## src/rtl/hostport_pkg.sv

```systemverilog
package hostport_pkg;

    localparam int BYTE_W = 8;
    localparam int CNT_W  = $clog2(BYTE_W);
    localparam logic [CNT_W-1:0] CNT_LAST = CNT_W'(BYTE_W - 1);

    // reset value of the synchronised pin vector {cs_n, mosi, sclk}
    localparam logic [2:0] PIN_SYNC_RST = 3'b100;

    typedef logic [BYTE_W-1:0] byte_t;

    typedef enum logic [1:0] {
        MODE_SPI_MASTER = 2'b00,
        MODE_SPI_SLAVE  = 2'b01,
        MODE_I2C_MASTER = 2'b10,
        MODE_I2C_SLAVE  = 2'b11
    } port_mode_e;

    typedef struct packed {
        logic  valid;
        byte_t data;
    } rx_beat_t;

    function automatic logic mode_enables_port(input port_mode_e m);
        return m == MODE_SPI_SLAVE;
    endfunction

endpackage

```

## src/rtl/hostport_sync.sv

```systemverilog
module hostport_sync #(
    parameter int WIDTH = 3,
    parameter int STAGES = 2,
    parameter logic [WIDTH-1:0] RST_VAL = '0
) (
    input  logic             clk,
    input  logic             rst,
    input  logic [WIDTH-1:0] d_in,
    output logic [WIDTH-1:0] q
);

    logic [STAGES-1:0][WIDTH-1:0] chain;

    always_ff @(posedge clk) begin
        if (rst) chain <= {STAGES{RST_VAL}};
        else     chain <= {chain[STAGES-2:0], d_in};
    end

    assign q = chain[STAGES-1];

endmodule

```

## src/rtl/hostport_fifo.sv

```systemverilog
module hostport_fifo #(
    parameter int WIDTH = 8,
    parameter int DEPTH = 4
) (
    input  logic             clk,
    input  logic             rst,
    input  logic             wr_en,
    input  logic [WIDTH-1:0] wr_data,
    output logic             full,
    input  logic             rd_en,
    output logic [WIDTH-1:0] rd_data,
    output logic             empty
);

    localparam int AW = $clog2(DEPTH);
    localparam logic [AW-1:0] PTR_LAST = AW'(DEPTH - 1);
    localparam logic [AW:0]   CNT_FULL = (AW+1)'(DEPTH);

    logic [WIDTH-1:0] mem [DEPTH];
    logic [AW-1:0]    wp, rp;
    logic [AW:0]      cnt;
    logic             do_wr, do_rd;

    assign full  = (cnt == CNT_FULL);
    assign empty = (cnt == '0);
    assign do_wr = wr_en & ~full;
    assign do_rd = rd_en & ~empty;
    assign rd_data = mem[rp];

    always_ff @(posedge clk) begin
        if (do_wr) mem[wp] <= wr_data;
    end

    always_ff @(posedge clk) begin
        if (rst) begin
            wp  <= '0;
            rp  <= '0;
            cnt <= '0;
        end else begin
            if (do_wr) wp <= (wp == PTR_LAST) ? '0 : wp + 1'b1;
            if (do_rd) rp <= (rp == PTR_LAST) ? '0 : rp + 1'b1;
            case ({do_wr, do_rd})
                2'b10:   cnt <= cnt + 1'b1;
                2'b01:   cnt <= cnt - 1'b1;
                default: cnt <= cnt;
            endcase
        end
    end

    // writers respect the full flag (host honours busy)
    a_r5_no_overflow: assert property (@(posedge clk) disable iff (rst)
        wr_en |-> !full);

    // a pop only ever removes a byte that is present
    a_r6_no_underflow: assert property (@(posedge clk) disable iff (rst)
        rd_en |-> !empty);

endmodule

```

## src/rtl/hostport_serdes.sv

```systemverilog
module hostport_serdes
    import hostport_pkg::*;
(
    input  logic     clk,
    input  logic     rst,
    input  logic     enable,
    input  logic     sclk_s,
    input  logic     mosi_s,
    input  logic     csn_s,
    input  logic     tx_valid,
    input  byte_t    tx_head,
    output logic     tx_pop,
    output rx_beat_t rx_out,
    output logic     miso
);

    logic             csn_eff, sclk_d, csn_d;
    logic             rise, fall, cs_fall, cs_rise, boundary;
    logic [CNT_W-1:0] bit_cnt;
    logic             started, tx_live;
    byte_t            shift_in, shift_out;
    rx_beat_t         rx_q;

    always_comb begin
        csn_eff  = csn_s | ~enable;
        rise     = sclk_s & ~sclk_d;
        fall     = ~sclk_s & sclk_d;
        cs_fall  = ~csn_eff & csn_d;
        cs_rise  = csn_eff & ~csn_d;
        boundary = ~csn_eff & fall & started & (bit_cnt == '0);
        tx_pop   = ~csn_eff & ~cs_fall & rise & (bit_cnt == CNT_LAST) & tx_live;
    end

    always_ff @(posedge clk) begin
        if (rst) begin
            sclk_d    <= 1'b0;
            csn_d     <= 1'b1;
            bit_cnt   <= '0;
            started   <= 1'b0;
            tx_live   <= 1'b0;
            shift_in  <= '0;
            shift_out <= '0;
            rx_q      <= '0;
        end else begin
            sclk_d     <= sclk_s;
            csn_d      <= csn_eff;
            rx_q.valid <= 1'b0;
            if (csn_eff) begin
                bit_cnt   <= '0;
                started   <= 1'b0;
                tx_live   <= 1'b0;
                shift_out <= '0;
            end else if (cs_fall || boundary) begin
                shift_out <= tx_valid ? tx_head : '0;
                tx_live   <= tx_valid;
                if (cs_fall) begin
                    bit_cnt <= '0;
                    started <= 1'b0;
                end
            end else if (rise) begin
                shift_in <= {shift_in[BYTE_W-2:0], mosi_s};
                bit_cnt  <= (bit_cnt == CNT_LAST) ? '0 : bit_cnt + 1'b1;
                started  <= 1'b1;
                if (bit_cnt == CNT_LAST) begin
                    rx_q.valid <= 1'b1;
                    rx_q.data  <= {shift_in[BYTE_W-2:0], mosi_s};
                    tx_live    <= 1'b0;
                end
            end else if (fall && started) begin
                shift_out <= {shift_out[BYTE_W-2:0], 1'b0};
            end
        end
    end

    assign miso   = shift_out[BYTE_W-1];
    assign rx_out = rx_q;

    // a completed byte is offered for exactly one cycle
    a_r2_push_single: assert property (@(posedge clk) disable iff (rst)
        rx_q.valid |=> !rx_q.valid);

    // chip select release abandons the bit count and the live byte
    a_r7_abort_clears: assert property (@(posedge clk) disable iff (rst)
        cs_rise |=> (bit_cnt == '0) && !tx_live);

    // MISO quiet once deselect has settled
    a_r8_idle_miso: assert property (@(posedge clk) disable iff (rst)
        (csn_d && csn_eff) |-> !miso);

endmodule

```

## src/rtl/spi_hostport.sv

```systemverilog
module spi_hostport
    import hostport_pkg::*;
#(
    parameter int TX_DEPTH    = 4,
    parameter int RX_DEPTH    = 4,
    parameter int SYNC_STAGES = 2
) (
    input  logic        clk,
    input  logic        rst,
    input  logic [1:0]  mode_pins,
    input  logic        spi_sclk,
    input  logic        spi_mosi,
    input  logic        spi_cs_n,
    output logic        spi_miso,
    output logic        host_busy,
    output logic        host_irq,
    input  logic        tx_wr_en,
    input  logic [7:0]  tx_wr_data,
    output logic        tx_full,
    input  logic        rx_rd_en,
    output logic [7:0]  rx_rd_data,
    output logic        rx_empty
);

    port_mode_e mode_q;
    logic       port_en;
    logic [2:0] pins_s;
    logic       tx_empty, tx_pop, rx_full;
    byte_t      tx_head;
    rx_beat_t   rx_beat;

    // mode tracks the straps while reset is held, frozen afterwards
    always_ff @(posedge clk) begin
        if (rst) mode_q <= port_mode_e'(mode_pins);
    end

    assign port_en = mode_enables_port(mode_q);

    hostport_sync #(
        .WIDTH   (3),
        .STAGES  (SYNC_STAGES),
        .RST_VAL (PIN_SYNC_RST)
    ) u_sync (
        .clk  (clk),
        .rst  (rst),
        .d_in ({spi_cs_n, spi_mosi, spi_sclk}),
        .q    (pins_s)
    );

    hostport_serdes u_serdes (
        .clk      (clk),
        .rst      (rst),
        .enable   (port_en),
        .sclk_s   (pins_s[0]),
        .mosi_s   (pins_s[1]),
        .csn_s    (pins_s[2]),
        .tx_valid (~tx_empty),
        .tx_head  (tx_head),
        .tx_pop   (tx_pop),
        .rx_out   (rx_beat),
        .miso     (spi_miso)
    );

    hostport_fifo #(.WIDTH(BYTE_W), .DEPTH(TX_DEPTH)) u_tx_fifo (
        .clk     (clk),
        .rst     (rst),
        .wr_en   (tx_wr_en),
        .wr_data (tx_wr_data),
        .full    (tx_full),
        .rd_en   (tx_pop),
        .rd_data (tx_head),
        .empty   (tx_empty)
    );

    hostport_fifo #(.WIDTH(BYTE_W), .DEPTH(RX_DEPTH)) u_rx_fifo (
        .clk     (clk),
        .rst     (rst),
        .wr_en   (rx_beat.valid),
        .wr_data (rx_beat.data),
        .full    (rx_full),
        .rd_en   (rx_rd_en),
        .rd_data (rx_rd_data),
        .empty   (rx_empty)
    );

    assign host_busy = rx_full | rx_beat.valid;
    assign host_irq  = ~tx_empty;

    // captured mode never moves outside reset
    a_r1_mode_frozen: assert property (@(posedge clk) disable iff (rst)
        1'b1 |=> $stable(mode_q));

    // the request drops only as a result of a completed byte
    a_r6_irq_drop_on_pop: assert property (@(posedge clk) disable iff (rst)
        (!$past(rst) && $fell(host_irq)) |-> $past(tx_pop));

endmodule

```

## config.mk

```make
export PLATFORM = sky130hd
export DESIGN_NAME = spi_hostport
export DESIGN_NICKNAME = d
export VERILOG_FILES = /design/src/rtl/hostport_pkg.sv /design/src/rtl/hostport_sync.sv /design/src/rtl/hostport_fifo.sv /design/src/rtl/hostport_serdes.sv /design/src/rtl/spi_hostport.sv
export SDC_FILE = /design/constraint.sdc
export NUM_CORES = 1
export LEC_CHECK = 0
export BUFFER_PORTS_ARGS = -buffer_cell sky130_fd_sc_hd__buf_2
export CORE_AREA = 2 2 96 98
export CTS_BUF_LIST = sky130_fd_sc_hd__clkbuf_8
export DETAILED_ROUTE_END_ITERATION = 8
export DIE_AREA = 0 0 98 100
export PLACE_DENSITY = 0.79
export SLEW_MARGIN = 20
export SYNTH_ARGS = -nofsm -noshare
export SYNTH_HDL_FRONTEND = slang
export SYNTH_SLANG_ARGS = --single-unit
```

## constraint.sdc

```tcl
create_clock -name clk -period 2.3 [get_ports clk]
set_clock_uncertainty 0.05 [all_clocks]
set_input_delay 0 -clock clk [delete_from_list [all_inputs] [get_ports clk]]
set_output_delay 0 -clock clk [all_outputs]
set_load 0.01 [all_outputs]
```

==> impl_metrics.toml <==
[placement]
place_area_um2 = 5050
portBuffers = 29
hpwl_um = 4940
post-place-ws_ns = 0.0413
routabilityCongestion = 0.717

[synthesis]
yosysTopAreaCell = "edfxtp_1"
synth_area_leaders = "edfxtp_1, dfxtp_1, mux4_2"
synth_commonest_cells = "edfxtp_1, dfxtp_1, nor2_1"
synth_nets = 373
ys_types = 44
ys_ff_latch = 121
synth_cells = 339
synth_ff_type = "edfxtp_1"
synth-edff-count = 66
synth_area_um2 = 4760
synth_top_cell_area_share_pct = 41.7
yosysMostFrequentCell = "edfxtp_1"
syn_avg_cell_area_um2 = 14.0
async_reset_ff_share_pct = 0
ys_warn_count = 0
yosysSeqAreaShare_pct = 64.8

[sta]
worstMarginPinSlew_ns = 0.552
period_minus_slack_ns = 2.20
timing.final.crit_share_pct = 95.4
setup-violations-final = 0
rsz0062_at_grt = "no"
relSlewSlack_pct = 63.1
fmax_ghz = 0.456
drv_slew = 0
hold_viol_final = 0
final.setup.worst_slack_ns = 0.105
setup_tns_ns = 0

[worst_setup_path]
path_max_fanout = 4
crit_path_start_kind = "flop"
critPathCaptureType = "flop"
worst_ep_arrival_time_ns = 2.50
crit_buf_inv = 2
setup.worst_path.class = "flop to flop"
path_cells = "nor3b_2, nand4_4, inv_2, ha_4, inv_1, fa_1, xor2_1, or3_1, a21oi_2"
crit_path_max_incr_delay_ns = 0.40
worstPathRequired_ns = 2.61
crit_slowest_cell = "edfxtp_1"
crit_family = "simple AND/OR/NAND/NOR gates"

[cts]
cts_inserted_buffers = 17
cts.sinks = 121
clkLatencyLatePin_ns = 0.42
clock_path_buffers = 2
cts-root-buf = "clkbuf_8"
cts_tree = "yes"
htreeDepth = 4
clkTransAtPathRegs_ns = 0.07

[routing]
drc = 0
wl_per_cell_um = 14.6
top_layer = "met4"
wl_met3_um = 245
m1WireLength_um = 3160
dr_wl_met2_um = 4100
antenna_left = 0
viasPerCell = 5.22
via_count = 2722
first_pass_iters = 4
dr.first_iter.drc_count = 83
totalWireLength_um = 7620

[run_status]
status = "finished, final reports clean"

[floorplan]
placeableCoreArea_um2 = 8890
num_io_pins = 30
die_x_um = 98
die_area_um2 = 9800
die_y_um = 100
num_rows = 35
start_util_pct = 53.5

[cells_and_area]
drive_above_1_share_pct = 25.1
layout.nets = 431
area_growth_pct = 18.6
utilization_pct = 63.5
fill_cells = 627
final_cell_area_um2 = 5640
n_antenna_cell = 0

[power]
p_leak_uw = 0.00209
ir_drop_v = 0.000494
power_density_nw_per_um2 = 765

[global_routing]
grt_start_max_net_pins = 40
grt_use_total_pct = 16.2
grt_pass1_wl_um = 12300
gr-total-overflow = 0
grt_pass1_vias = 2695
antenna_found_initial = 0

[hold_path]
hold_path_class = "input pin to flop"

[flow_run]
cap_viol_max_count = 0
-- logic make-up (layout without fill, tap and decap cells) --
logic type / after synthesis / after routing / synth area share (%)
compound gates: 42 / 42 / 5.84
xor+xnor: 4 / 4 / 0.736
fa+ha+maj: 17 / 17 / 4.79
buf+inv: 32 / 103 / 2.79
flops: 121 / 121 / 64.8
mux: 31 / 31 / 10.7
simple gates: 92 / 92 / 10.3
-- stage by stage --
stage	total power (uW)	hold slack, ns	std cells
after global placement	2490	0.138	475
after global routing	4470	0.0999	521
after floorplan	2450	0.0489	339
final	4320	0.0516	521
after detailed placement	2500	0.134	475
after CTS	4350	0.0336	521
-- flip-flops by register name, summed over array words and instances (netlist names), 7 cells and up, named ones only --
register,count
u_serdes.rx_out,9
u_tx_fifo.mem,32
u_serdes.shift_in,7
u_rx_fifo.mem,32
u_serdes.shift_out,8
-- cells in the final DEF (no fill, tap or decap), types with 4 or more instances in the layout --
cell type and n:
edfxtp_1 66, dfxtp_1 52, nor2_1 35, buf_2 29, inv_1 18, clkbuf_8 18, mux4_2 16, mux2i_1 15
a21oi_1 14, dlygate4sd3_1 14, ha_1 12, nand2_1 11, o21ai_0 10, nand3_1 9, buf_4 9, nor2b_1 8
and2_1 8, o2bb2ai_1 7, nor3_1 5, or3_1 4, xor2_1 4, inv_6 4, clkinvlp_4 4
-- per-layer routing --
layer | track usage, % | vias up
li1 | - | 1347
met1 | 18.2 | 1316
met2 | 28.3 | 48
met3 | 5.36 | 11
met4 | 7.05 | 0
met5 | 0 | -
-- power breakdown --
group | internal (uW) | switching [uW]
clock | 996 | 850
sequential | 2310 | 19.2
combinational | 70.1 | 73.4
-- worst min-delay path: cells and delay by family --
family / cells / cell delay (ns)
buffers and inverters: 2 / 0.23
and+or+nand+nor: 1 / 0.11
AOI/OAI and AO/OA: 1 / 0.07
muxes: 1 / 0.06
-- what timing repair did --
item | 4_1_cts | 5_1_grt
hold buffers | 14 | 0
setup endpoints to repair | 1 | 3
endpoints found under the hold margin | 43 | 0
buffers inserted | 0 | 0
resized for setup | 1 | 13
pin swaps | 0 | 3
-- path summary, 6_finish.rpt --
kind | slack, ns | start | cells after the start | to
setup / recovery | 0.10 | mode_q[1]$_DFFE_PP_ | 9 | u_tx_fifo.cnt[2]$_SDFFE_PP0P_
hold / removal | 0.05 | rx_rd_en | 5 | u_rx_fifo.rp[1]$_SDFFE_PP0P_
setup reg to reg | 0.10 | mode_q[1]$_DFFE_PP_ | 9 | u_tx_fifo.cnt[2]$_SDFFE_PP0P_
hold reg to reg | 0.37 | u_sync.chain[2]$_SDFF_PP1_ | 1 | u_sync.q[2]$_SDFF_PP1_
-- layout make-up --
| type | instances | area, um^2 | area share [%] |
|---|---|---|---|
| multi-input combinational | 186 | 1600 | 28.4 |
| tap | 111 | 139 | 2.46 |
| sequential | 121 | 3090 | 54.7 |
| clock inverter | 14 | 146 | 2.59 |
| inverter | 19 | 71.3 | 1.26 |
| timing repair buffer | 52 | 353 | 6.25 |
| clock buffer | 18 | 248 | 4.39 |
(Power assumes the default switching activity.)
